--- src/rtl/utlb_pkg.sv ---
package utlb_pkg;
  // Strobes from the control block to the entry store.
  typedef struct packed {
    logic fillWe;    // write the returned entry into the selected slot
    logic clearAll;  // drop every entry; wins over fillWe
  } utlb_strobe_t;
endpackage

--- src/rtl/utlb_ctrl.sv ---
module utlb_ctrl
  import utlb_pkg::*;
#(
  parameter int N      = 8,
  parameter int VPN_W  = 20,
  parameter int ASID_W = 8
) (
  input  logic              clk,
  input  logic              rst_n,
  input  logic              lookupValid,
  input  logic [VPN_W-1:0]  lookupVpn,
  input  logic [ASID_W-1:0] lookupAsid,
  input  logic              lookupHit,
  input  logic [N-1:0]      validVec,
  input  logic              fillValid,
  input  logic              jtlbWrite,
  input  logic              jtlbWriteNi,
  input  logic              utlbInval,
  output logic              fillReq,
  output logic [VPN_W-1:0]  fillReqVpn,
  output logic [ASID_W-1:0] fillReqAsid,
  output utlb_strobe_t      strobe,
  output logic [N-1:0]      fillSel
);
  localparam int IDX_W = (N > 1) ? $clog2(N) : 1;

  logic             reqPending;
  logic [IDX_W-1:0] rrPtr;
  logic [IDX_W-1:0] freeIdx;
  logic [IDX_W-1:0] victimIdx;
  logic             freeFound;

  // Clearing strobes win over a fill arriving in the same cycle.
  always_comb begin
    strobe.clearAll = jtlbWrite | utlbInval;
    strobe.fillWe   = reqPending & fillValid & ~strobe.clearAll;
  end

  // Lowest-numbered free slot.
  always_comb begin
    freeFound = 1'b0;
    freeIdx   = '0;
    for (int i = N - 1; i >= 0; i--) begin
      if (!validVec[i]) begin
        freeFound = 1'b1;
        freeIdx   = IDX_W'(i);
      end
    end
    victimIdx = freeFound ? freeIdx : rrPtr;
  end

  for (genvar g = 0; g < N; g++) begin : g_sel
    assign fillSel[g] = strobe.fillWe && (victimIdx == IDX_W'(g));
  end

  always_ff @(posedge clk or negedge rst_n) begin
    if (!rst_n) begin
      rrPtr <= '0;
    end else if (strobe.fillWe && !freeFound) begin
      rrPtr <= (rrPtr == IDX_W'(N - 1)) ? '0 : rrPtr + 1'b1;
    end
  end

  always_ff @(posedge clk or negedge rst_n) begin
    if (!rst_n) begin
      reqPending  <= 1'b0;
      fillReqVpn  <= '0;
      fillReqAsid <= '0;
    end else if (reqPending) begin
      if (fillValid) reqPending <= 1'b0;
    end else if (lookupValid && !lookupHit) begin
      reqPending  <= 1'b1;
      fillReqVpn  <= lookupVpn;
      fillReqAsid <= lookupAsid;
    end
  end

  assign fillReq = reqPending;

  // request held until the fill pulse
  p_req_hold_r10: assert property (@(posedge clk) disable iff (!rst_n)
    (reqPending && !fillValid) |=> reqPending);
  // request retires after the fill pulse
  p_req_drop_r10: assert property (@(posedge clk) disable iff (!rst_n)
    (reqPending && fillValid) |=> !reqPending);
  // non-clearing write leaves the valid set untouched
  p_ni_keep_r6: assert property (@(posedge clk) disable iff (!rst_n)
    (jtlbWriteNi && !jtlbWrite && !utlbInval && !fillValid) |=> $stable(validVec));
  // a fill into a cache with a free slot grows the valid set by one
  p_free_first_r5: assert property (@(posedge clk) disable iff (!rst_n)
    (strobe.fillWe && !(&validVec)) |=>
      ($countones(validVec) == $past($countones(validVec)) + 1));
endmodule

--- src/rtl/utlb_datapath.sv ---
module utlb_datapath
  import utlb_pkg::*;
#(
  parameter int N      = 8,
  parameter int VPN_W  = 20,
  parameter int ASID_W = 8,
  parameter int PFN_W  = 20,
  parameter int FLAG_W = 4
) (
  input  logic              clk,
  input  logic              rst_n,
  input  utlb_strobe_t      strobe,
  input  logic [N-1:0]      fillSel,
  input  logic [VPN_W-1:0]  fillVpn,
  input  logic [ASID_W-1:0] fillAsid,
  input  logic              fillGlobal,
  input  logic [PFN_W-1:0]  fillPfn,
  input  logic [FLAG_W-1:0] fillFlags,
  input  logic              lookupValid,
  input  logic [VPN_W-1:0]  lookupVpn,
  input  logic [ASID_W-1:0] lookupAsid,
  output logic              lookupHit,
  output logic [PFN_W-1:0]  hitPfn,
  output logic [FLAG_W-1:0] hitFlags,
  output logic [N-1:0]      validVec
);
  logic [VPN_W-1:0]  entVpn  [N];
  logic [ASID_W-1:0] entAsid [N];
  logic              entGlb  [N];
  logic [PFN_W-1:0]  entPfn  [N];
  logic [FLAG_W-1:0] entFlg  [N];
  logic [N-1:0]      hitVec;

  always_ff @(posedge clk or negedge rst_n) begin
    if (!rst_n) begin
      validVec <= '0;
    end else if (strobe.clearAll) begin
      validVec <= '0;
    end else begin
      validVec <= validVec | fillSel;
    end
  end

  for (genvar g = 0; g < N; g++) begin : g_ent
    always_ff @(posedge clk) begin
      if (fillSel[g]) begin
        entVpn[g]  <= fillVpn;
        entAsid[g] <= fillAsid;
        entGlb[g]  <= fillGlobal;
        entPfn[g]  <= fillPfn;
        entFlg[g]  <= fillFlags;
      end
    end
    assign hitVec[g] = validVec[g] && (entVpn[g] == lookupVpn) &&
                       (entGlb[g] || (entAsid[g] == lookupAsid));
  end

  always_comb begin
    hitPfn   = '0;
    hitFlags = '0;
    for (int i = 0; i < N; i++) begin
      if (hitVec[i]) begin
        hitPfn   = hitPfn | entPfn[i];
        hitFlags = hitFlags | entFlg[i];
      end
    end
    lookupHit = lookupValid && (|hitVec);
  end

  // at most one entry matches a lookup
  p_single_match_r4: assert property (@(posedge clk) disable iff (!rst_n)
    $onehot0(hitVec));
  // a clearing strobe empties the store
  p_clear_r7: assert property (@(posedge clk) disable iff (!rst_n)
    strobe.clearAll |=> (validVec == '0));
  // the selected slot is valid after a fill
  p_fill_lands_r5: assert property (@(posedge clk) disable iff (!rst_n)
    (strobe.fillWe && !strobe.clearAll) |=> ((validVec & $past(fillSel)) == $past(fillSel)));
endmodule

--- src/rtl/utlb_cache.sv ---
module utlb_cache
  import utlb_pkg::*;
#(
  parameter int N      = 8,
  parameter int VPN_W  = 20,
  parameter int ASID_W = 8,
  parameter int PFN_W  = 20,
  parameter int FLAG_W = 4
) (
  input  logic              clk,
  input  logic              rst_n,
  input  logic              lookupValid,
  input  logic [VPN_W-1:0]  lookupVpn,
  input  logic [ASID_W-1:0] lookupAsid,
  output logic              hit,
  output logic [PFN_W-1:0]  hitPfn,
  output logic [FLAG_W-1:0] hitFlags,
  output logic              fillReq,
  output logic [VPN_W-1:0]  fillReqVpn,
  output logic [ASID_W-1:0] fillReqAsid,
  input  logic              fillValid,
  input  logic [VPN_W-1:0]  fillVpn,
  input  logic [ASID_W-1:0] fillAsid,
  input  logic              fillGlobal,
  input  logic [PFN_W-1:0]  fillPfn,
  input  logic [FLAG_W-1:0] fillFlags,
  input  logic              jtlbWrite,
  input  logic              jtlbWriteNi,
  input  logic              utlbInval
);
  utlb_strobe_t strobe;
  logic [N-1:0] fillSel;
  logic [N-1:0] validVec;

  utlb_ctrl #(.N(N), .VPN_W(VPN_W), .ASID_W(ASID_W)) ctrl_i (
    .clk(clk), .rst_n(rst_n),
    .lookupValid(lookupValid), .lookupVpn(lookupVpn), .lookupAsid(lookupAsid),
    .lookupHit(hit), .validVec(validVec), .fillValid(fillValid),
    .jtlbWrite(jtlbWrite), .jtlbWriteNi(jtlbWriteNi), .utlbInval(utlbInval),
    .fillReq(fillReq), .fillReqVpn(fillReqVpn), .fillReqAsid(fillReqAsid),
    .strobe(strobe), .fillSel(fillSel)
  );

  utlb_datapath #(.N(N), .VPN_W(VPN_W), .ASID_W(ASID_W), .PFN_W(PFN_W), .FLAG_W(FLAG_W)) dp_i (
    .clk(clk), .rst_n(rst_n), .strobe(strobe), .fillSel(fillSel),
    .fillVpn(fillVpn), .fillAsid(fillAsid), .fillGlobal(fillGlobal),
    .fillPfn(fillPfn), .fillFlags(fillFlags),
    .lookupValid(lookupValid), .lookupVpn(lookupVpn), .lookupAsid(lookupAsid),
    .lookupHit(hit), .hitPfn(hitPfn), .hitFlags(hitFlags), .validVec(validVec)
  );
endmodule

--- config.mk ---
export PLATFORM = sky130hd
export DESIGN_NAME = utlb_cache
export DESIGN_NICKNAME = d
export VERILOG_FILES = /design/src/rtl/utlb_pkg.sv /design/src/rtl/utlb_ctrl.sv /design/src/rtl/utlb_datapath.sv /design/src/rtl/utlb_cache.sv
export SDC_FILE = /design/constraint.sdc
export NUM_CORES = 1
export LEC_CHECK = 0
export BUFFER_PORTS_ARGS = -buffer_cell sky130_fd_sc_hd__buf_2
export CAP_MARGIN = 5
export CORE_UTILIZATION = 50
export DETAILED_ROUTE_END_ITERATION = 10
export PLACE_DENSITY_LB_ADDON = 0.15
export SLEW_MARGIN = 20
export SYNTH_ARGS = -nofsm -noshare
export SYNTH_HDL_FRONTEND = slang
export SYNTH_HIERARCHICAL = 1
export SYNTH_SLANG_ARGS = --single-unit
--- constraint.sdc ---
create_clock -name clk -period 14.3 [get_ports clk]
set_input_delay 2.86 -clock clk [delete_from_list [all_inputs] [get_ports clk]]
set_output_delay 2.86 -clock clk [all_outputs]
set_load 0.005 [all_outputs]
# [Yosys cells after proc, flatten, opt, wreduce, memory -nomap -nowiden]
# Memory sizes are Yosys's and may differ from the RTL's.
# Cells that the tools add are included.
[totals] regBits=40 ramBits=424 in_bits=88 mem_count=5
[op_classes] add_sub_neg=1 n_eq_ne=24 mux=159 bitwise_logic=20 n_reduce_logical=75
[mem_list] name="dp_i.entPfn" depth=8 word_bits=20 rd=8 rd_clocked_by_memory_dff=0 write_ports=1 line="utlb_datapath.sv:30" source="logic [PFN_W-1:0] entPfn [N];"
[mem_list] name="dp_i.entVpn" depth=8 word_bits=20 rd=8 rd_clocked_by_memory_dff=0 write_ports=1 line="utlb_datapath.sv:27" source="logic [VPN_W-1:0] entVpn [N];"
[mem_list] name="dp_i.entAsid" depth=8 word_bits=8 rd=8 rd_clocked_by_memory_dff=0 write_ports=1 line="utlb_datapath.sv:28" source="logic [ASID_W-1:0] entAsid [N];"
[mem_list] name="dp_i.entFlg" depth=8 word_bits=4 rd=8 rd_clocked_by_memory_dff=0 write_ports=1 line="utlb_datapath.sv:31" source="logic [FLAG_W-1:0] entFlg [N];"
[mem_list] name="dp_i.entGlb" depth=8 word_bits=1 rd=8 rd_clocked_by_memory_dff=0 write_ports=1 line="utlb_datapath.sv:29" source="logic entGlb [N];"
[op_table] operator="two-way mux 20 bit" count=22
[op_table] operator="OR reduction 20 bit" count=14
[op_table] operator="== test 20 bit" count=8
[op_table] operator="OR 20 bit" count=7
[op_table] operator="two-way mux 3 bit" count=45
[op_table] operator="two-way mux 1 bit" count=69
[op_table] operator="== test 8 bit" count=8
[op_table] operator="two-way mux 8 bit" count=8
[op_table] operator="OR reduction 8 bit" count=8
[op_table] operator="two-way mux 4 bit" count=15
[op_table] operator="OR 4 bit" count=7
[op_table] operator="OR reduction 4 bit" count=7
[op_table] operator="logical AND 1 bit" count=27
[op_table] operator="== test 3 bit, second input constant" count=5
[op_table] operator="logical OR 1 bit" count=8
[op_table] operator="OR 8 bit" count=1
[op_table] operator="OR reduction 1 bit" count=7
[op_table] operator="== test 3 x 2 -> 1 bit, second input constant" count=2
[op_table] operator="adder 3 x 1 -> 3 bit, second input constant" count=1
[op_table] operator="== test 3 x 1 -> 1 bit, second input constant" count=1
[op_table] operator="logical NOT 3 bit" count=1
[op_table] operator="AND 1 bit" count=2
[op_table] operator="logical NOT 1 bit" count=2
[op_table] operator="inverter 1 bit" count=2
[op_table] operator="2 further kinds" count=2

# [Depth between registers and ports, before layout]
# Gate-level depths: netlist of the first run.
[depth] word_depth=21 mapped_depth=12 depth_no_buf=8

# [Hierarchy]
# Netlist of the first run, hierarchy kept.
[modules_own_cells] mod="utlb_datapath" n_inst=1 cells_each=1016 area_per_inst_um2=17202.7 seq_area_each_um2=12932.4
[modules_own_cells] mod="utlb_ctrl" n_inst=1 cells_each=111 area_per_inst_um2=1472.7 seq_area_each_um2=800.8

# [Worst setup path before layout of the first run]
# OpenSTA, ideal clock, no wires.
[synth_path] path_type="input port to flip-flop" start="in utlbInval" end="mem dp_i.entAsid[4][0] (netlist: dp_i/entAsid[1][0]) (enable)" setup_ps=532 arrival_ps=7190 required_time_ps=13768 path_slack_ps=6578 stages=4 path_buffers=0 path_cell_list="or2_4 > nor3_1 > o221ai_1 > nor3_1"
[synth_via] elab_cells_between_ends=48
[synth_rtl] item="start, declared" line="utlb_cache.sv:29" source="input logic utlbInval"
[synth_rtl] item="OR 1 bit *" line="utlb_ctrl.sv:35" source="strobe.clearAll = jtlbWrite | utlbInval;"
[synth_rtl] item="inverter 1 bit *" line="utlb_ctrl.sv:36" source="strobe.fillWe = reqPending & fillValid & ~strobe.clearAll;"
[synth_rtl] item="AND 1 bit *" line="utlb_ctrl.sv:36"
[synth_rtl] item="logical AND 1 bit *" line="utlb_ctrl.sv:53" source="assign fillSel[g] = strobe.fillWe && (victimIdx == IDX_W'(g));"
[synth_rtl] item="via fillSel[4]" line="utlb_cache.sv:32" source="logic [N-1:0] fillSel;"
[synth_rtl] item="two-way mux 1 bit *" line="utlb_datapath.sv:46" source="if (fillSel[g]) begin"
[synth_rtl] item="two-way mux 1 bit (implied by the code) *" line="utlb_datapath.sv:48" source="entAsid[g] <= fillAsid;"
[synth_rtl] item="OR reduction 8 bit (no line)"
[synth_rtl] item="two-way mux 3 bit (no line) or two-way mux 1 bit (tied branches) (4 in a row)"
[synth_rtl] item="end, declared" line="utlb_datapath.sv:28"
# The timed path passes the listed nets; every way through them passes the cells marked *.

# [Worst setup path after layout of the first run]
[layout_path] start="in lookupVpn[11]" end="out hitPfn[3]"
[layout_via] elab_chain_len=18 elab_cells_between_ends=39
[layout_rtl] item="start, declared" line="utlb_cache.sv:13" source="input logic [VPN_W-1:0] lookupVpn,"
[layout_rtl] item="== test 20 bit" line="utlb_datapath.sv:54" source="assign hitVec[g] = validVec[g] && (entVpn[g] == lookupVpn) &&"
[layout_rtl] item="logical AND 1 bit (2 in a row)" line="utlb_datapath.sv:54"
[layout_rtl] item="two-way mux 20 bit" line="utlb_datapath.sv:62" source="if (hitVec[i]) begin"
[layout_rtl] item="OR 20 bit" line="utlb_datapath.sv:63" source="hitPfn = hitPfn | entPfn[i];"
[layout_rtl] item="two-way mux 20 bit" line="utlb_datapath.sv:62"
[layout_rtl] item="OR 20 bit" line="utlb_datapath.sv:63"
[layout_rtl] item="two-way mux 20 bit" line="utlb_datapath.sv:62"
[layout_rtl] item="OR 20 bit" line="utlb_datapath.sv:63"
[layout_rtl] item="two-way mux 20 bit" line="utlb_datapath.sv:62"
[layout_rtl] item="OR 20 bit" line="utlb_datapath.sv:63"
[layout_rtl] item="two-way mux 20 bit" line="utlb_datapath.sv:62"
[layout_rtl] item="OR 20 bit" line="utlb_datapath.sv:63"
[layout_rtl] item="two-way mux 20 bit" line="utlb_datapath.sv:62"
[layout_rtl] item="OR 20 bit" line="utlb_datapath.sv:63"
[layout_rtl] item="two-way mux 20 bit" line="utlb_datapath.sv:62"
[layout_rtl] item="OR 20 bit" line="utlb_datapath.sv:63"
[layout_rtl] item="two-way mux 20 bit *" line="utlb_datapath.sv:62"
[layout_rtl] item="end, declared" line="utlb_cache.sv:16" source="output logic [PFN_W-1:0] hitPfn,"
# Every way passes the cells marked *; elsewhere a longest branch is shown, timed or not.

==> report_table.html, run 1 <==
<table>
<tr><th>Metric</th><th>Value</th></tr>
<tr><th colspan="2">Synth</th></tr>
<tr><td>Leading register cell type out of synthesis</td><td>edfxtp_1</td></tr>
<tr><td>Count of unique library cells instantiated by Yosys</td><td>42</td></tr>
<tr><td>Net count after synthesis</td><td>1217</td></tr>
<tr><td>Fraction of registers with async set/reset</td><td>8.62%</td></tr>
<tr><td>Avg Cell Area, Syn</td><td>16.6 µm²</td></tr>
<tr><td>Synth cell count leaders</td><td>edfxtp_1 (424), xor2_1 (160), nand4_1 (87)</td></tr>
<tr><td>Proportion of netlist area held by the largest area contributor</td><td>68.2%</td></tr>
<tr><td>Portion of the post-synthesis area used by sequential elements</td><td>73.5%</td></tr>
<tr><td>Dominant cell by count in the synthesized netlist</td><td>edfxtp_1</td></tr>
<tr><td>Count of warnings emitted by yosys</td><td>6</td></tr>
<tr><td>Synthesized cell area</td><td>18700 µm²</td></tr>
<tr><td>Number of enable-type register cells in the synthesized netlist</td><td>424</td></tr>
<tr><td>Biggest area consumer among synthesized cells</td><td>edfxtp_1</td></tr>
<tr><td>Top cells by area, synth</td><td>edfxtp_1 (68%), xor2_1 (7.5%), dfrtp_1 (5.4%)</td></tr>
<tr><td>Post-Syn Instances</td><td>1127</td></tr>
<tr><td>#FFs+latches synth</td><td>464</td></tr>
<tr><th colspan="2">Critical path</th></tr>
<tr><td>Required time of the critical path</td><td>11.44 ns</td></tr>
<tr><td>FF-to-FF path depth</td><td>10</td></tr>
<tr><td>First element of the critical path</td><td>lookupVpn[11]</td></tr>
<tr><td>Startpoint class of the critical path</td><td>input port</td></tr>
<tr><td>R2R Path End</td><td>ctrl_i/fillReqAsid[2]$_DFFE_PN0P_</td></tr>
<tr><td>Setup Crit Path Kind</td><td>input port to output pin</td></tr>
<tr><td>Kind of capture point of the worst setup path</td><td>output pin</td></tr>
<tr><td>R2r setup slk</td><td>10.16 ns</td></tr>
<tr><td>Worst Path Max Fanout</td><td>25</td></tr>
<tr><td>Worst reg2reg path startpoint</td><td>dp_i/entVpn[1][5]$_DFFE_PP_</td></tr>
<tr><td>Arrival time of data at the critical path endpoint</td><td>5.42 ns</td></tr>
<tr><th colspan="2">Clock tree</th></tr>
<tr><td>CTS root buf</td><td>clkbuf_16</td></tr>
<tr><td>Post-CTS Hold Buffers</td><td>0</td></tr>
<tr><td>Post-cts repair resize count</td><td>0</td></tr>
<tr><td>Clock input transition at the sequential cells of the worst setup and hold paths</td><td>0.06 ns</td></tr>
<tr><td>Number of levels in the clock H-tree</td><td>2</td></tr>
<tr><td>Worst-Skew Late Latency</td><td>0.57 ns</td></tr>
<tr><td>Post CTS Setup Buffer Count</td><td>0</td></tr>
<tr><td>Number of clock sinks</td><td>464</td></tr>
<tr><td>Clock buffer count from CTS</td><td>48</td></tr>
<tr><td>Longest Clk Path Bufs</td><td>3</td></tr>
<tr><td>Clock tree from TritonCTS</td><td>done</td></tr>
<tr><th colspan="2">Die</th></tr>
<tr><td>Number of placed I/O pins</td><td>142</td></tr>
<tr><td>Core region area</td><td>36700 µm²</td></tr>
<tr><td>Height of the die</td><td>195 µm</td></tr>
<tr><td>Die X-Extent</td><td>195 µm</td></tr>
<tr><td>Initial Util</td><td>50.9%</td></tr>
<tr><td>Die footprint</td><td>38100 µm²</td></tr>
<tr><td>Rows</td><td>70</td></tr>
<tr><th colspan="2">Routing</th></tr>
<tr><td>Average via count per standard cell</td><td>5.81</td></tr>
<tr><td>First drt pass iteration count</td><td>5</td></tr>
<tr><td>Via count</td><td>10400</td></tr>
<tr><td>DRC violation count after routing</td><td>0</td></tr>
<tr><td>DRC marker count from the first detailed-route iteration</td><td>862</td></tr>
<tr><td>Routed WL per cell</td><td>24.8 µm</td></tr>
<tr><td>Antenna Violating Nets Remaining</td><td>0</td></tr>
<tr><td>Post-Route WL</td><td>44300 µm</td></tr>
<tr><th colspan="2">Place</th></tr>
<tr><td>Hpwl dp</td><td>26400 µm</td></tr>
<tr><td>Number of buffers inserted by port buffering</td><td>140</td></tr>
<tr><td>Final estimated routing congestion in global placement</td><td>0.762</td></tr>
<tr><th colspan="2">Timing</th></tr>
<tr><td>Hold_ws</td><td>0.499 ns</td></tr>
<tr><td>RSZ-0062 raised after global routing</td><td>no</td></tr>
<tr><td>Share of the clock period used by the worst path</td><td>57.9%</td></tr>
<tr><td>Highest achievable clock rate</td><td>121 MHz</td></tr>
<tr><td>Final period demand of the worst path</td><td>8.28 ns</td></tr>
<tr><td>Worst Tran Pin Value</td><td>1.11 ns</td></tr>
<tr><td>Final Max Tran Viols</td><td>0</td></tr>
<tr><td>Setup TNS Final</td><td>0 ns</td></tr>
<tr><td>Setup skew after layout</td><td>0.0286 ns</td></tr>
<tr><td>Headroom to the max-slew limit</td><td>26.0%</td></tr>
<tr><td>Fin. Hold Viols</td><td>0</td></tr>
<tr><td>Total of endpoints with negative setup slack in the final report</td><td>0</td></tr>
<tr><th colspan="2">Global routing</th></tr>
<tr><td>First-pass GRT wire length</td><td>65200 µm</td></tr>
<tr><td>Aggregate global-route resource usage</td><td>23.5%</td></tr>
<tr><td>Total global routing overflow</td><td>0</td></tr>
<tr><td>Largest net degree at the start of global routing</td><td>55</td></tr>
<tr><td>Number of global-route vias before repair</td><td>10200</td></tr>
<tr><td>Initial antenna violation count</td><td>2</td></tr>
<tr><th colspan="2">Final layout</th></tr>
<tr><td>Area Overhead vs Synth</td><td>15.0%</td></tr>
<tr><td>Final core utilization</td><td>58.5%</td></tr>
<tr><td>N_diodes</td><td>0</td></tr>
<tr><td>Fin nets</td><td>1370</td></tr>
<tr><td>Layout cell share with drive strength beyond 1</td><td>22.1%</td></tr>
<tr><th colspan="2">Pwr</th></tr>
<tr><td>Sequential group share of total power</td><td>52.5%</td></tr>
<tr><td>Int Pwr</td><td>2.29 mW</td></tr>
<tr><td>Switching part of the total</td><td>20.5%</td></tr>
<tr><td>Switching component of the power</td><td>0.591 mW</td></tr>
<tr><td>Combinational group share of total power</td><td>4.7%</td></tr>
<tr><td>Worst-case vdd ir drop</td><td>0.108 mV</td></tr>
<tr><td>Power per Cell Area</td><td>134 nW/µm²</td></tr>
<tr><td>Leak Pwr</td><td>7.44 nW</td></tr>
<tr><td>Fraction of power consumed by the clock network</td><td>42.8%</td></tr>
<tr><th colspan="2">Worst hold path</th></tr>
<tr><td>Worst-case hold path end point</td><td>ctrl_i/fillReqAsid[6]$_DFFE_PN0P_</td></tr>
<tr><td>Min-Delay Startpoint</td><td>ctrl_i/fillReqAsid[6]$_DFFE_PN0P_</td></tr>
<tr><td>Cell depth of the worst min-delay path</td><td>1</td></tr>
<tr><td>Hold WC Path Type</td><td>register to register</td></tr>
<tr><th colspan="2">Status</th></tr>
<tr><td>Run status</td><td>complete, no violations</td></tr>
<tr><th colspan="2">Flow run</th></tr>
<tr><td>Number of violations of the max-capacitance limit</td><td>0</td></tr>
</table>
-- cell type report --
class	instances	area, µm²
well taps	468	586
clock buffers	70	1320
flip-flops and latches	464	13700
inverters	26	97.6
multi-input cells	573	4580
repair buffers	167	923
clock inverters	20	245
fillers	2802	15200
-- cells by family after synthesis --
| group | count (synthesis) | share of synthesized area (%) |
|---|---|---|
| flip-flops | 464 | 73.5 |
| XOR/XNOR | 224 | 10.5 |
| AND/OR/NAND/NOR | 220 | 7.10 |
| AO/OA/AOI/OAI | 96 | 4.23 |
| buffers and inverters | 90 | 2.58 |
| multiplexers | 31 | 1.87 |
| adder cells (fa/ha/maj) | 2 | 0.134 |
-- sequential cells by signal, indices dropped and copies added (netlist names) --
name and cells:
ctrl_i/fillReqAsid 8, dp_i/entVpn 160, ctrl_i/fillReqVpn 20, dp_i/entGlb 8, dp_i/entAsid 64, ctrl_i/rrPtr 3, dp_i/entPfn 160, dp_i/validVec 8
dp_i/entFlg 32, ctrl_i/fillReq 1
-- power groups by stage --
| stage | Combinational [mW] | Clock, mW | Sequential (mW) |
|---|---|---|---|
| 2_1_floorplan | 0.0676 | 0 | 1.54 |
| 3_3_place_gp | 0.135 | 0 | 1.54 |
| 3_5_place_dp | 0.137 | 0 | 1.54 |
| 4_1_cts | 0.138 | 1.26 | 1.51 |
| 5_1_grt | 0.146 | 1.31 | 1.51 |
| 6_report | 0.135 | 1.23 | 1.51 |
-- critical path, stage by stage --
cell	delay (ns)
buf_2	0.35
xor2_1	0.12
nor4_1	0.79
nand4_1	0.19
nor3_2	0.21
buf_4	0.39
a22oi_1	0.16
nand3_1	0.16
buf_2	0.14
-- stage by stage --
stage          instance area [µm²]  setup WS (ns)  instances  total power [mW]
2_1_floorplan                18700           6.58       1127              1.61
3_3_place_gp                 19900           6.08       1697              1.68
3_5_place_dp                 19900           5.99       1697              1.68
4_1_cts                      21500           5.99       1787              2.91
5_1_grt                      21500           5.81       1788              2.97
6_report                     21500           6.02       1788              2.88
-- worst max-delay path by stage --
stage | end | slack [ns] | cells past startpoint
floorplan | dp_i/entAsid[1][0]$_DFFE_PP_ | 6.58 | 4
global placement | hitPfn[12] | 6.08 | 9
detailed placement | hitPfn[3] | 5.99 | 9
CTS | hitPfn[3] | 5.99 | 9
global route | hitPfn[3] | 5.81 | 9
finish | hitPfn[3] | 6.02 | 9
-- per-layer routing --
layer	share of wire, %	global-route usage (%)	vias to the layer above
li1	-	-	4662
met1	43	33.1	5290
met2	49	38.3	355
met3	6.2	3.64	73
met4	2.1	6.53	4
met5	0.061	0	-
-- layout by cell type, fill, tap and decap left out, types with 20 or more instances in the layout --
cell and count:
nor4_1 33, buf_2 140, nand4_1 87, buf_4 26, nor2_1 23, clkbuf_1 20
edfxtp_1 424, xnor2_1 63, a22oi_1 48, clkbuf_16 49, mux2_2 31, inv_1 26
nand3_1 33, o2111a_1 24, dfrtp_1 40, xor2_1 160
No activity file was read; power rests on OpenSTA's default activity.
==> inputs of run 2 (changes only) <==
- clock period: 14.3 -> 8.65 ns (I/O delays scaled with it)
==> report_table.html, run 2 (synthesized netlist as in run 1, its figures left out) <==
<table>
<tr><th>Metric</th><th>Value</th></tr>
<tr><th colspan="2">Die</th></tr>
<tr><td>Initial Util</td><td>50.9% (unchanged)</td></tr>
<tr><td>Rows</td><td>70 (unchanged)</td></tr>
<tr><td>Die footprint</td><td>38100 µm² (unchanged)</td></tr>
<tr><td>Die X-Extent</td><td>195 µm (unchanged)</td></tr>
<tr><td>Height of the die</td><td>195 µm (unchanged)</td></tr>
<tr><td>Number of placed I/O pins</td><td>142 (unchanged)</td></tr>
<tr><td>Core region area</td><td>36700 µm² (unchanged)</td></tr>
<tr><th colspan="2">Critical path</th></tr>
<tr><td>Largest stage delay on the critical path</td><td>0.93 ns (+0.14 ns)</td></tr>
<tr><td>R2R Path End</td><td>ctrl_i/fillReqVpn[6]$_DFFE_PN0P_</td></tr>
<tr><td>Slowest cell on the critical path</td><td>nor4_4</td></tr>
<tr><td>CP Depth</td><td>9 (unchanged)</td></tr>
<tr><td>Family with the most delay on the worst path</td><td>simple AND/OR/NAND/NOR gates</td></tr>
<tr><td>Worst reg2reg path startpoint</td><td>dp_i/entAsid[1][29]$_DFFE_PP_</td></tr>
<tr><td>Critical-path cell list</td><td>buf_2 &gt; xnor2_1 &gt; nand4_1 &gt; nor4_4 &gt; buf_4 &gt; and3_1 &gt; or4_1 &gt; o41a_1 &gt; buf_2</td></tr>
<tr><td>Dominant cell type by count on the critical path</td><td>buf_2</td></tr>
<tr><td>Arrival time of data at the critical path endpoint</td><td>4.40 ns (-1.02 ns)</td></tr>
<tr><td>Startpoint class of the critical path</td><td>input port</td></tr>
<tr><td>Kind of capture point of the worst setup path</td><td>output pin</td></tr>
<tr><td>First element of the critical path</td><td>lookupVpn[19]</td></tr>
<tr><td>Crit path to</td><td>hit</td></tr>
<tr><td>R2r setup slk</td><td>4.72 ns (-5.44 ns)</td></tr>
<tr><td>Setup Crit Path Kind</td><td>input port to output pin</td></tr>
<tr><td>FF-to-FF path depth</td><td>10 (unchanged)</td></tr>
<tr><td>Worst Path Max Fanout</td><td>15 (-40%)</td></tr>
<tr><td>WP buf/inv</td><td>3 (unchanged)</td></tr>
<tr><td>Required time of the critical path</td><td>6.92 ns (-4.52 ns)</td></tr>
<tr><th colspan="2">Timing</th></tr>
<tr><td>Final Max Tran Viols</td><td>0 (unchanged)</td></tr>
<tr><td>RSZ-0062 raised after global routing</td><td>no</td></tr>
<tr><td>Headroom to the max-slew limit</td><td>31.3% (+5.3 points)</td></tr>
<tr><td>Setup TNS Final</td><td>0 ns (unchanged)</td></tr>
<tr><td>Final period demand of the worst path</td><td>6.13 ns</td></tr>
<tr><td>Total of endpoints with negative setup slack in the final report</td><td>0 (unchanged)</td></tr>
<tr><td>Hold_ws</td><td>0.499 ns (-0.000271 ns)</td></tr>
<tr><td>Fin. Hold Viols</td><td>0 (unchanged)</td></tr>
<tr><td>Highest achievable clock rate</td><td>163 MHz</td></tr>
<tr><td>Setup skew after layout</td><td>0.0157 ns (-0.0129 ns)</td></tr>
<tr><td>Worst Tran Pin Value</td><td>1.02 ns (-0.0847 ns)</td></tr>
<tr><td>Share of the clock period used by the worst path</td><td>70.9%</td></tr>
<tr><th colspan="2">Pwr</th></tr>
<tr><td>Combinational group share of total power</td><td>4.8% (about the same)</td></tr>
<tr><td>Worst-case vdd ir drop</td><td>0.173 mV (+60%)</td></tr>
<tr><td>Fraction of power consumed by the clock network</td><td>41.0% (-1.8 points)</td></tr>
<tr><td>Switching component of the power</td><td>0.954 mW (+61%)</td></tr>
<tr><td>Sequential group share of total power</td><td>54.2% (+1.7 points)</td></tr>
<tr><td>Power per Cell Area</td><td>217 nW/µm² (+62%)</td></tr>
<tr><td>Int Pwr</td><td>3.66 mW (+60%)</td></tr>
<tr><td>Switching part of the total</td><td>20.7% (+0.14 points)</td></tr>
<tr><td>Leak Pwr</td><td>7.36 nW (-1.1%)</td></tr>
<tr><th colspan="2">Clock tree</th></tr>
<tr><td>CTS root buf</td><td>clkbuf_16</td></tr>
<tr><td>Worst-Skew Late Latency</td><td>0.57 ns (about the same)</td></tr>
<tr><td>Clock buffer count from CTS</td><td>47 (-2.1%)</td></tr>
<tr><td>Post-cts repair resize count</td><td>0 (unchanged)</td></tr>
<tr><td>Number of levels in the clock H-tree</td><td>2 (unchanged)</td></tr>
<tr><td>Post CTS Setup Buffer Count</td><td>0 (unchanged)</td></tr>
<tr><td>Number of clock sinks</td><td>464 (unchanged)</td></tr>
<tr><td>Longest Clk Path Bufs</td><td>3 (unchanged)</td></tr>
<tr><td>Clock tree from TritonCTS</td><td>done</td></tr>
<tr><td>Post-CTS Hold Buffers</td><td>0 (unchanged)</td></tr>
<tr><td>Clock input transition at the sequential cells of the worst setup and hold paths</td><td>0.06 ns (about the same)</td></tr>
<tr><th colspan="2">Place</th></tr>
<tr><td>Hpwl dp</td><td>26200 µm (-1.0%)</td></tr>
<tr><td>Number of buffers inserted by port buffering</td><td>140 (unchanged)</td></tr>
<tr><td>Final estimated routing congestion in global placement</td><td>0.749 (-1.7%)</td></tr>
<tr><th colspan="2">Global routing</th></tr>
<tr><td>Number of global-route vias before repair</td><td>10500 (+2.5%)</td></tr>
<tr><td>Largest net degree at the start of global routing</td><td>55 (unchanged)</td></tr>
<tr><td>Met1 track demand over resource in global routing</td><td>32.8% (-0.22 points)</td></tr>
<tr><td>Met3 Use GR</td><td>4.44% (+0.79 points)</td></tr>
<tr><td>Aggregate global-route resource usage</td><td>23.8% (+0.25 points)</td></tr>
<tr><td>Met2 track demand over resource</td><td>38.9% (+0.54 points)</td></tr>
<tr><td>First-pass GRT wire length</td><td>65900 µm (+1.2%)</td></tr>
<tr><td>Initial antenna violation count</td><td>2 (unchanged)</td></tr>
<tr><td>GR peak layer</td><td>met2</td></tr>
<tr><td>Total global routing overflow</td><td>0 (unchanged)</td></tr>
<tr><th colspan="2">Final layout</th></tr>
<tr><td>Top flop regs</td><td>dp_i/entPfn: 160 flops, dp_i/entVpn: 160 flops, dp_i/entAsid: 64 flops</td></tr>
<tr><td>Fin nets</td><td>1367 (-0.22%)</td></tr>
<tr><td>Commonest non-fill, non-tap cell in the layout</td><td>edfxtp_1</td></tr>
<tr><td>Total of fill cells in the finished design</td><td>2811 (+0.32%)</td></tr>
<tr><td>Layout cell share with drive strength beyond 1</td><td>21.2% (-0.87 points)</td></tr>
<tr><td>Most frequent cells in the layout</td><td>edfxtp_1 (424), xor2_1 (160), buf_2 (140), nand4_1 (87), xnor2_1 (63)</td></tr>
<tr><td>N_diodes</td><td>0 (unchanged)</td></tr>
<tr><td>Area Overhead vs Synth</td><td>14.1%</td></tr>
<tr><th colspan="2">Routing</th></tr>
<tr><td>Routed WL per cell</td><td>24.9 µm (+0.21%)</td></tr>
<tr><td>First drt pass iteration count</td><td>5 (unchanged)</td></tr>
<tr><td>Post-Route WL</td><td>44300 µm (-0.18%)</td></tr>
<tr><td>Average via count per standard cell</td><td>5.84 (+0.62%)</td></tr>
<tr><td>Antenna Violating Nets Remaining</td><td>0 (unchanged)</td></tr>
<tr><td>DRC violation count after routing</td><td>0 (unchanged)</td></tr>
<tr><td>DRC marker count from the first detailed-route iteration</td><td>877 (+1.7%)</td></tr>
<tr><td>Via count</td><td>10400 (+0.22%)</td></tr>
<tr><th colspan="2">Worst hold path</th></tr>
<tr><td>Cell depth of the worst min-delay path</td><td>1 (unchanged)</td></tr>
<tr><td>Hold WC Path Type</td><td>register to register</td></tr>
<tr><th colspan="2">Flow run</th></tr>
<tr><td>Number of violations of the max-capacitance limit</td><td>0 (unchanged)</td></tr>
<tr><th colspan="2">Status</th></tr>
<tr><td>Run status</td><td>complete, no violations</td></tr>
</table>
[run 2: per-stage QoR]
| step | power, mW | instances | worst slack, ns | instance area [µm²] | utilization, % |
|---|---|---|---|---|---|
| after floorplan | 2.66 | 1127 | 2.06 | 18700 | - |
| after global placement | 2.77 | 1696 | 2.56 | 19900 | 54.2 |
| after detailed placement | 2.78 | 1696 | 2.57 | 19900 | 54.2 |
| after CTS | 4.66 | 1781 | 2.55 | 21300 | 58.1 |
| after global routing | 4.76 | 1781 | 2.43 | 21300 | 58.1 |
| final | 4.62 | 1781 | 2.52 | 21300 | 58.1 |
[run 2: area by class of cell]
type,instances,area [µm²],area share [%]
clock inverters,25,155,0.728
multi-input cells,573,4580,21.5
repair buffers,165,888,4.17
well taps,468,586,2.75
clock buffers,60,1270,5.95
flip-flops and latches,464,13700,64.5
inverters,26,97.6,0.458
[run 2: power groups by stage]
stage | clock network [mW] | registers [mW] | logic [mW]
2_1_floorplan | 0 | 2.55 | 0.112
3_5_place_dp | 0 | 2.55 | 0.226
6_report | 1.89 | 2.50 | 0.223
4_1_cts | 1.93 | 2.50 | 0.227
3_3_place_gp | 0 | 2.55 | 0.222
5_1_grt | 2.01 | 2.50 | 0.242
[run 2: layer usage]
metal / part of all wire (%) / up-vias / wire, µm
met3: 6.0 / 57 / 2670
met2: 49 / 347 / 21600
met5: 0.070 / - / 31
li1: - / 4632 / -
met1: 43 / 5367 / 19100
met4: 1.8 / 4 / 811
[run 2: worst min path at each step]
stage / startpoint / endpoint / slack [ns]
final: ctrl_i/fillReqVpn[7]$_DFFE_PN0P_ / ctrl_i/fillReqVpn[7]$_DFFE_PN0P_ / 0.50
after global routing: ctrl_i/fillReqVpn[12]$_DFFE_PN0P_ / ctrl_i/fillReqVpn[12]$_DFFE_PN0P_ / 0.52
after CTS: ctrl_i/fillReqVpn[8]$_DFFE_PN0P_ / ctrl_i/fillReqVpn[8]$_DFFE_PN0P_ / 0.50
after detailed placement: ctrl_i/fillReqVpn[8]$_DFFE_PN0P_ / ctrl_i/fillReqVpn[8]$_DFFE_PN0P_ / 0.49
after global placement: ctrl_i/fillReqVpn[6]$_DFFE_PN0P_ / ctrl_i/fillReqVpn[6]$_DFFE_PN0P_ / 0.49
after floorplan: ctrl_i/fillReqAsid[0]$_DFFE_PN0P_ / ctrl_i/fillReqAsid[0]$_DFFE_PN0P_ / 0.51
[run 2: worst reg2reg max path: cells and delay by family, from the launching register on]
family,cells,cell delay [ns]
AO/OA/AOI/OAI,2,0.79
XOR/XNOR,1,0.15
buffers and inverters,2,0.73
flip-flops,1,0.38
multiplexers,1,0.42
AND/OR/NAND/NOR,4,1.36
==> inputs of run 3 (changes only) <==
- ABC_AREA: not set -> 1
- clock period: 8.65 -> 5.7 ns (I/O delays scaled with it)
==> report_table.html, run 3 <==
<table>
<tr><th>Metric</th><th>Value</th></tr>
<tr><th colspan="2">Place</th></tr>
<tr><td>Hpwl dp</td><td>34500 µm (+32%)</td></tr>
<tr><td>Number of buffers inserted by port buffering</td><td>140 (unchanged)</td></tr>
<tr><td>Area post-placement</td><td>21500 µm² (+8.3%)</td></tr>
<tr><td>Final estimated routing congestion in global placement</td><td>0.929 (+24%)</td></tr>
<tr><td>Number of placed cells counting well taps</td><td>2441 (+44%)</td></tr>
<tr><th colspan="2">Critical path</th></tr>
<tr><td>Slowest cell on the critical path</td><td>nor2_4</td></tr>
<tr><td>Largest stage delay on the critical path</td><td>0.45 ns (-0.48 ns)</td></tr>
<tr><td>Critical-path cell list</td><td>buf_2 &gt; inv_2 &gt; nand2_1 &gt; o21ai_1 &gt; inv_1 &gt; nand2_1 &gt; nor2_1 &gt; nand2_1 &gt; inv_2 &gt; nand2_1 &gt; nor2_4 &gt; buf_4 &gt; nand3_1 &gt; nand2_1 &gt; nor2_1 &gt; nand2_1 &gt; buf_2</td></tr>
<tr><td>Dominant cell type by count on the critical path</td><td>nand2_1</td></tr>
<tr><td>R2r setup slk</td><td>2.57 ns (-2.15 ns)</td></tr>
<tr><td>WP buf/inv</td><td>6 (+3)</td></tr>
<tr><td>Setup Crit Path Kind</td><td>input port to output pin</td></tr>
<tr><td>Required time of the critical path</td><td>4.56 ns (-2.36 ns)</td></tr>
<tr><td>Startpoint class of the critical path</td><td>input port</td></tr>
<tr><td>Arrival time of data at the critical path endpoint</td><td>3.61 ns (-0.79 ns)</td></tr>
<tr><td>Kind of capture point of the worst setup path</td><td>output pin</td></tr>
<tr><td>Family with the most delay on the worst path</td><td>simple AND/OR/NAND/NOR gates</td></tr>
<tr><td>Worst Path Max Fanout</td><td>15 (unchanged)</td></tr>
<tr><th colspan="2">Routing</th></tr>
<tr><td>Routed WL per cell</td><td>20.7 µm (-17%)</td></tr>
<tr><td>Via count</td><td>13500 (+30%)</td></tr>
<tr><td>Average via count per standard cell</td><td>5.34 (-8.7%)</td></tr>
<tr><td>First drt pass iteration count</td><td>5 (unchanged)</td></tr>
<tr><td>DRC marker count from the first detailed-route iteration</td><td>1165 (+33%)</td></tr>
<tr><td>DRC violation count after routing</td><td>0 (unchanged)</td></tr>
<tr><td>Post-Route WL</td><td>52400 µm (+18%)</td></tr>
<tr><td>Antenna Violating Nets Remaining</td><td>0 (unchanged)</td></tr>
<tr><th colspan="2">Final layout</th></tr>
<tr><td>Top flop regs</td><td>dp_i/entPfn: 160 flops, dp_i/entVpn: 160 flops, dp_i/entAsid: 64 flops</td></tr>
<tr><td>Most frequent cells in the layout</td><td>nand2_1 (473), edfxtp_1 (424), nand3_1 (222), nor2_1 (171), inv_1 (161)</td></tr>
<tr><td>Total of fill cells in the finished design</td><td>3242 (+15%)</td></tr>
<tr><td>Commonest non-fill, non-tap cell in the layout</td><td>nand2_1</td></tr>
<tr><td>Final core utilization</td><td>57.9% (-0.16 points)</td></tr>
<tr><td>Area Overhead vs Synth</td><td>13.8%</td></tr>
<tr><td>Number of non-filler instances in the completed layout</td><td>2534 (+42%)</td></tr>
<tr><td>Fin nets</td><td>2057 (+50%)</td></tr>
<tr><td>Layout cell share with drive strength beyond 1</td><td>15.7% (-5.5 points)</td></tr>
<tr><td>Finished Cell Area</td><td>23100 µm² (+8.5%)</td></tr>
<tr><th colspan="2">Die</th></tr>
<tr><td>Die X-Extent</td><td>204 µm (+4.2%)</td></tr>
<tr><td>Number of placed I/O pins</td><td>142 (unchanged)</td></tr>
<tr><td>Initial Util</td><td>50.9% (about the same)</td></tr>
<tr><td>Core region area</td><td>39900 µm² (+8.8%)</td></tr>
<tr><td>Height of the die</td><td>204 µm (+4.2%)</td></tr>
<tr><td>Rows</td><td>73 (+4.3%)</td></tr>
<tr><td>Die footprint</td><td>41400 µm² (+8.7%)</td></tr>
<tr><th colspan="2">Synth</th></tr>
<tr><td>Biggest area consumer among synthesized cells</td><td>edfxtp_1</td></tr>
<tr><td>Net count after synthesis</td><td>1903 (+56%)</td></tr>
<tr><td>Portion of the post-synthesis area used by sequential elements</td><td>67.6% (-5.9 points)</td></tr>
<tr><td>Count of unique library cells instantiated by Yosys</td><td>36 (-14%)</td></tr>
<tr><td>Dominant cell by count in the synthesized netlist</td><td>nand2_1</td></tr>
<tr><td>Avg Cell Area, Syn</td><td>11.2 µm² (-32%)</td></tr>
<tr><td>Top cells by area, synth</td><td>edfxtp_1 (63%), nand2_1 (8.7%), nand3_1 (5.5%)</td></tr>
<tr><td>Synthesized cell area</td><td>20300 µm² (+8.8%)</td></tr>
<tr><td>#FFs+latches synth</td><td>464 (unchanged)</td></tr>
<tr><td>Proportion of netlist area held by the largest area contributor</td><td>62.7% (-5.5 points)</td></tr>
<tr><td>Count of warnings emitted by yosys</td><td>6 (unchanged)</td></tr>
<tr><td>Synth cell count leaders</td><td>nand2_1 (473), edfxtp_1 (424), nand3_1 (222)</td></tr>
<tr><td>Fraction of registers with async set/reset</td><td>8.62% (unchanged)</td></tr>
<tr><td>Number of enable-type register cells in the synthesized netlist</td><td>424 (unchanged)</td></tr>
<tr><td>Leading register cell type out of synthesis</td><td>edfxtp_1</td></tr>
<tr><td>Post-Syn Instances</td><td>1813 (+61%)</td></tr>
<tr><th colspan="2">Timing</th></tr>
<tr><td>Final period demand of the worst path</td><td>4.75 ns</td></tr>
<tr><td>Highest achievable clock rate</td><td>211 MHz</td></tr>
<tr><td>Total of endpoints with negative setup slack in the final report</td><td>0 (unchanged)</td></tr>
<tr><td>Fin. Hold Viols</td><td>0 (unchanged)</td></tr>
<tr><td>Setup skew after layout</td><td>0.0129 ns (-0.00281 ns)</td></tr>
<tr><td>Share of the clock period used by the worst path</td><td>83.2%</td></tr>
<tr><td>Headroom to the max-slew limit</td><td>31.6% (+0.38 points)</td></tr>
<tr><td>Worst Tran Pin Value</td><td>1.02 ns (-0.000415 ns)</td></tr>
<tr><td>Final Max Tran Viols</td><td>0 (unchanged)</td></tr>
<tr><td>RSZ-0062 raised after global routing</td><td>no</td></tr>
<tr><td>Setup TNS Final</td><td>0 ns (unchanged)</td></tr>
<tr><th colspan="2">Clock tree</th></tr>
<tr><td>Longest Clk Path Bufs</td><td>3 (unchanged)</td></tr>
<tr><td>CTS root buf</td><td>clkbuf_16</td></tr>
<tr><td>Post-cts repair resize count</td><td>0 (unchanged)</td></tr>
<tr><td>Clock input transition at the sequential cells of the worst setup and hold paths</td><td>0.06 ns (about the same)</td></tr>
<tr><td>Number of clock sinks</td><td>464 (unchanged)</td></tr>
<tr><td>Clock tree from TritonCTS</td><td>done</td></tr>
<tr><td>Post-CTS Hold Buffers</td><td>0 (unchanged)</td></tr>
<tr><td>Clock buffer count from CTS</td><td>48 (+2.1%)</td></tr>
<tr><td>Number of levels in the clock H-tree</td><td>2 (unchanged)</td></tr>
<tr><td>Worst-Skew Late Latency</td><td>0.58 ns (about the same)</td></tr>
<tr><td>Post CTS Setup Buffer Count</td><td>0 (unchanged)</td></tr>
<tr><th colspan="2">Worst hold path</th></tr>
<tr><td>Hold WC Path Type</td><td>register to register</td></tr>
<tr><th colspan="2">Global routing</th></tr>
<tr><td>Largest net degree at the start of global routing</td><td>43 (-22%)</td></tr>
<tr><td>Total global routing overflow</td><td>0 (unchanged)</td></tr>
<tr><td>Initial antenna violation count</td><td>3 (+1)</td></tr>
<tr><td>Aggregate global-route resource usage</td><td>25.9% (+2.1 points)</td></tr>
<tr><td>Number of global-route vias before repair</td><td>13500 (+29%)</td></tr>
<tr><td>First-pass GRT wire length</td><td>78800 µm (+19%)</td></tr>
<tr><th colspan="2">Flow run</th></tr>
<tr><td>Number of violations of the max-capacitance limit</td><td>0 (unchanged)</td></tr>
<tr><th colspan="2">Pwr</th></tr>
<tr><td>Total power</td><td>7.26 mW (+57%)</td></tr>
<tr><td>Worst-case vdd ir drop</td><td>0.264 mV (+53%)</td></tr>
<tr><td>Power per Cell Area</td><td>314 nW/µm² (+45%)</td></tr>
<tr><td>Leak Pwr</td><td>9.39 nW (+28%)</td></tr>
<tr><th colspan="2">Status</th></tr>
<tr><td>Run status</td><td>complete, no violations</td></tr>
</table>
## run 3: cell count changes in the layout (fill, tap and decap cells not counted), sizes merged, moves of 13 or more
cell | before | now
nand2 | 8 | 478
nand3 | 33 | 223
nor2 | 23 | 191
inv | 26 | 183
xor2 | 161 | 17
nand4 | 89 | 6
a22oi | 48 | 0
nor4 | 40 | 0
xnor2 | 63 | 93
o21ai | 3 | 30
o2111a | 24 | 0
o22ai | 0 | 20
nor3 | 14 | 1
## run 3: final cells by class
type,instances,area (µm²),area share [%]
Antenna cell,2,5.00,0.0217
Sequential cell,464,13700,59.4
Timing Repair Buffer,167,943,4.08
Clock inverter,29,219,0.947
Tap cell,525,657,2.84
Clock buffer,61,1330,5.76
Multi-Input combinational cell,1105,5540,24.0
Inverter,181,682,2.95
## run 3: metrics by stage
step / hold slack, ns / worst slack [ns]
after floorplan: 0.459 / 1.37
after global placement: 0.482 / 1.02
after detailed placement: 0.488 / 1.01
after CTS: 0.501 / 1.01
after global routing: 0.507 / 0.796
final: 0.500 / 0.955
## run 3: worst register-to-register path: stages, from the launching register on
cell      delay (ns)
edfxtp_1        0.38
xnor2_1         0.13
nand2_1         0.09
nor2_1          0.06
nand2_1         0.06
nand2_1         0.51
nand3_1         0.28
nand2_1         0.07
nor2_1          0.25
a21oi_1         0.15
nand3b_4        0.57
mux2_4          0.48
## run 3: worst paths after layout
| check | startpoint | to | cells past startpoint |
|---|---|---|---|
| max | lookupVpn[1] | hitPfn[6] | 17 |
| min | ctrl_i/fillReqVpn[6]$_DFFE_PN0P_ | ctrl_i/fillReqVpn[6]$_DFFE_PN0P_ | 1 |
| min in group asynchronous | rst_n | ctrl_i/fillReqAsid[2]$_DFFE_PN0P_ | 1 |
| min reg2reg | ctrl_i/fillReqVpn[6]$_DFFE_PN0P_ | ctrl_i/fillReqVpn[6]$_DFFE_PN0P_ | 1 |
| max in group asynchronous | rst_n | ctrl_i/fillReqVpn[10]$_DFFE_PN0P_ | 1 |
| max reg2reg | dp_i/entAsid[1][18]$_DFFE_PP_ | ctrl_i/fillReqAsid[0]$_DFFE_PN0P_ | 11 |
## run 3: cells by family (layout without fill, tap and decap cells)
group | Yosys count | in the layout | share of synthesized area [%]
AND/OR/NAND/NOR | 904 | 904 | 18.7
flip-flops | 464 | 464 | 67.6
buffers and inverters | 244 | 438 | 5.40
XOR/XNOR | 110 | 110 | 4.74
AO/OA/AOI/OAI | 61 | 61 | 1.69
multiplexers | 28 | 28 | 1.68
adder cells (fa/ha/maj) | 2 | 2 | 0.123
other | 0 | 2 | 0
## run 3: layer usage
metal  part of all wire [%]  GRT usage (%)
met1                     42           35.1
met2                     47           41.4
met3                    7.6           4.94
met4                    3.2           10.4
met5                  0.025              0
## run 3: power breakdown
group          switching, mW  internal [mW]  total [mW]
Sequential            0.0261           3.77        3.80
Combinational          0.242          0.152       0.394
Clock                   1.29           1.79        3.07
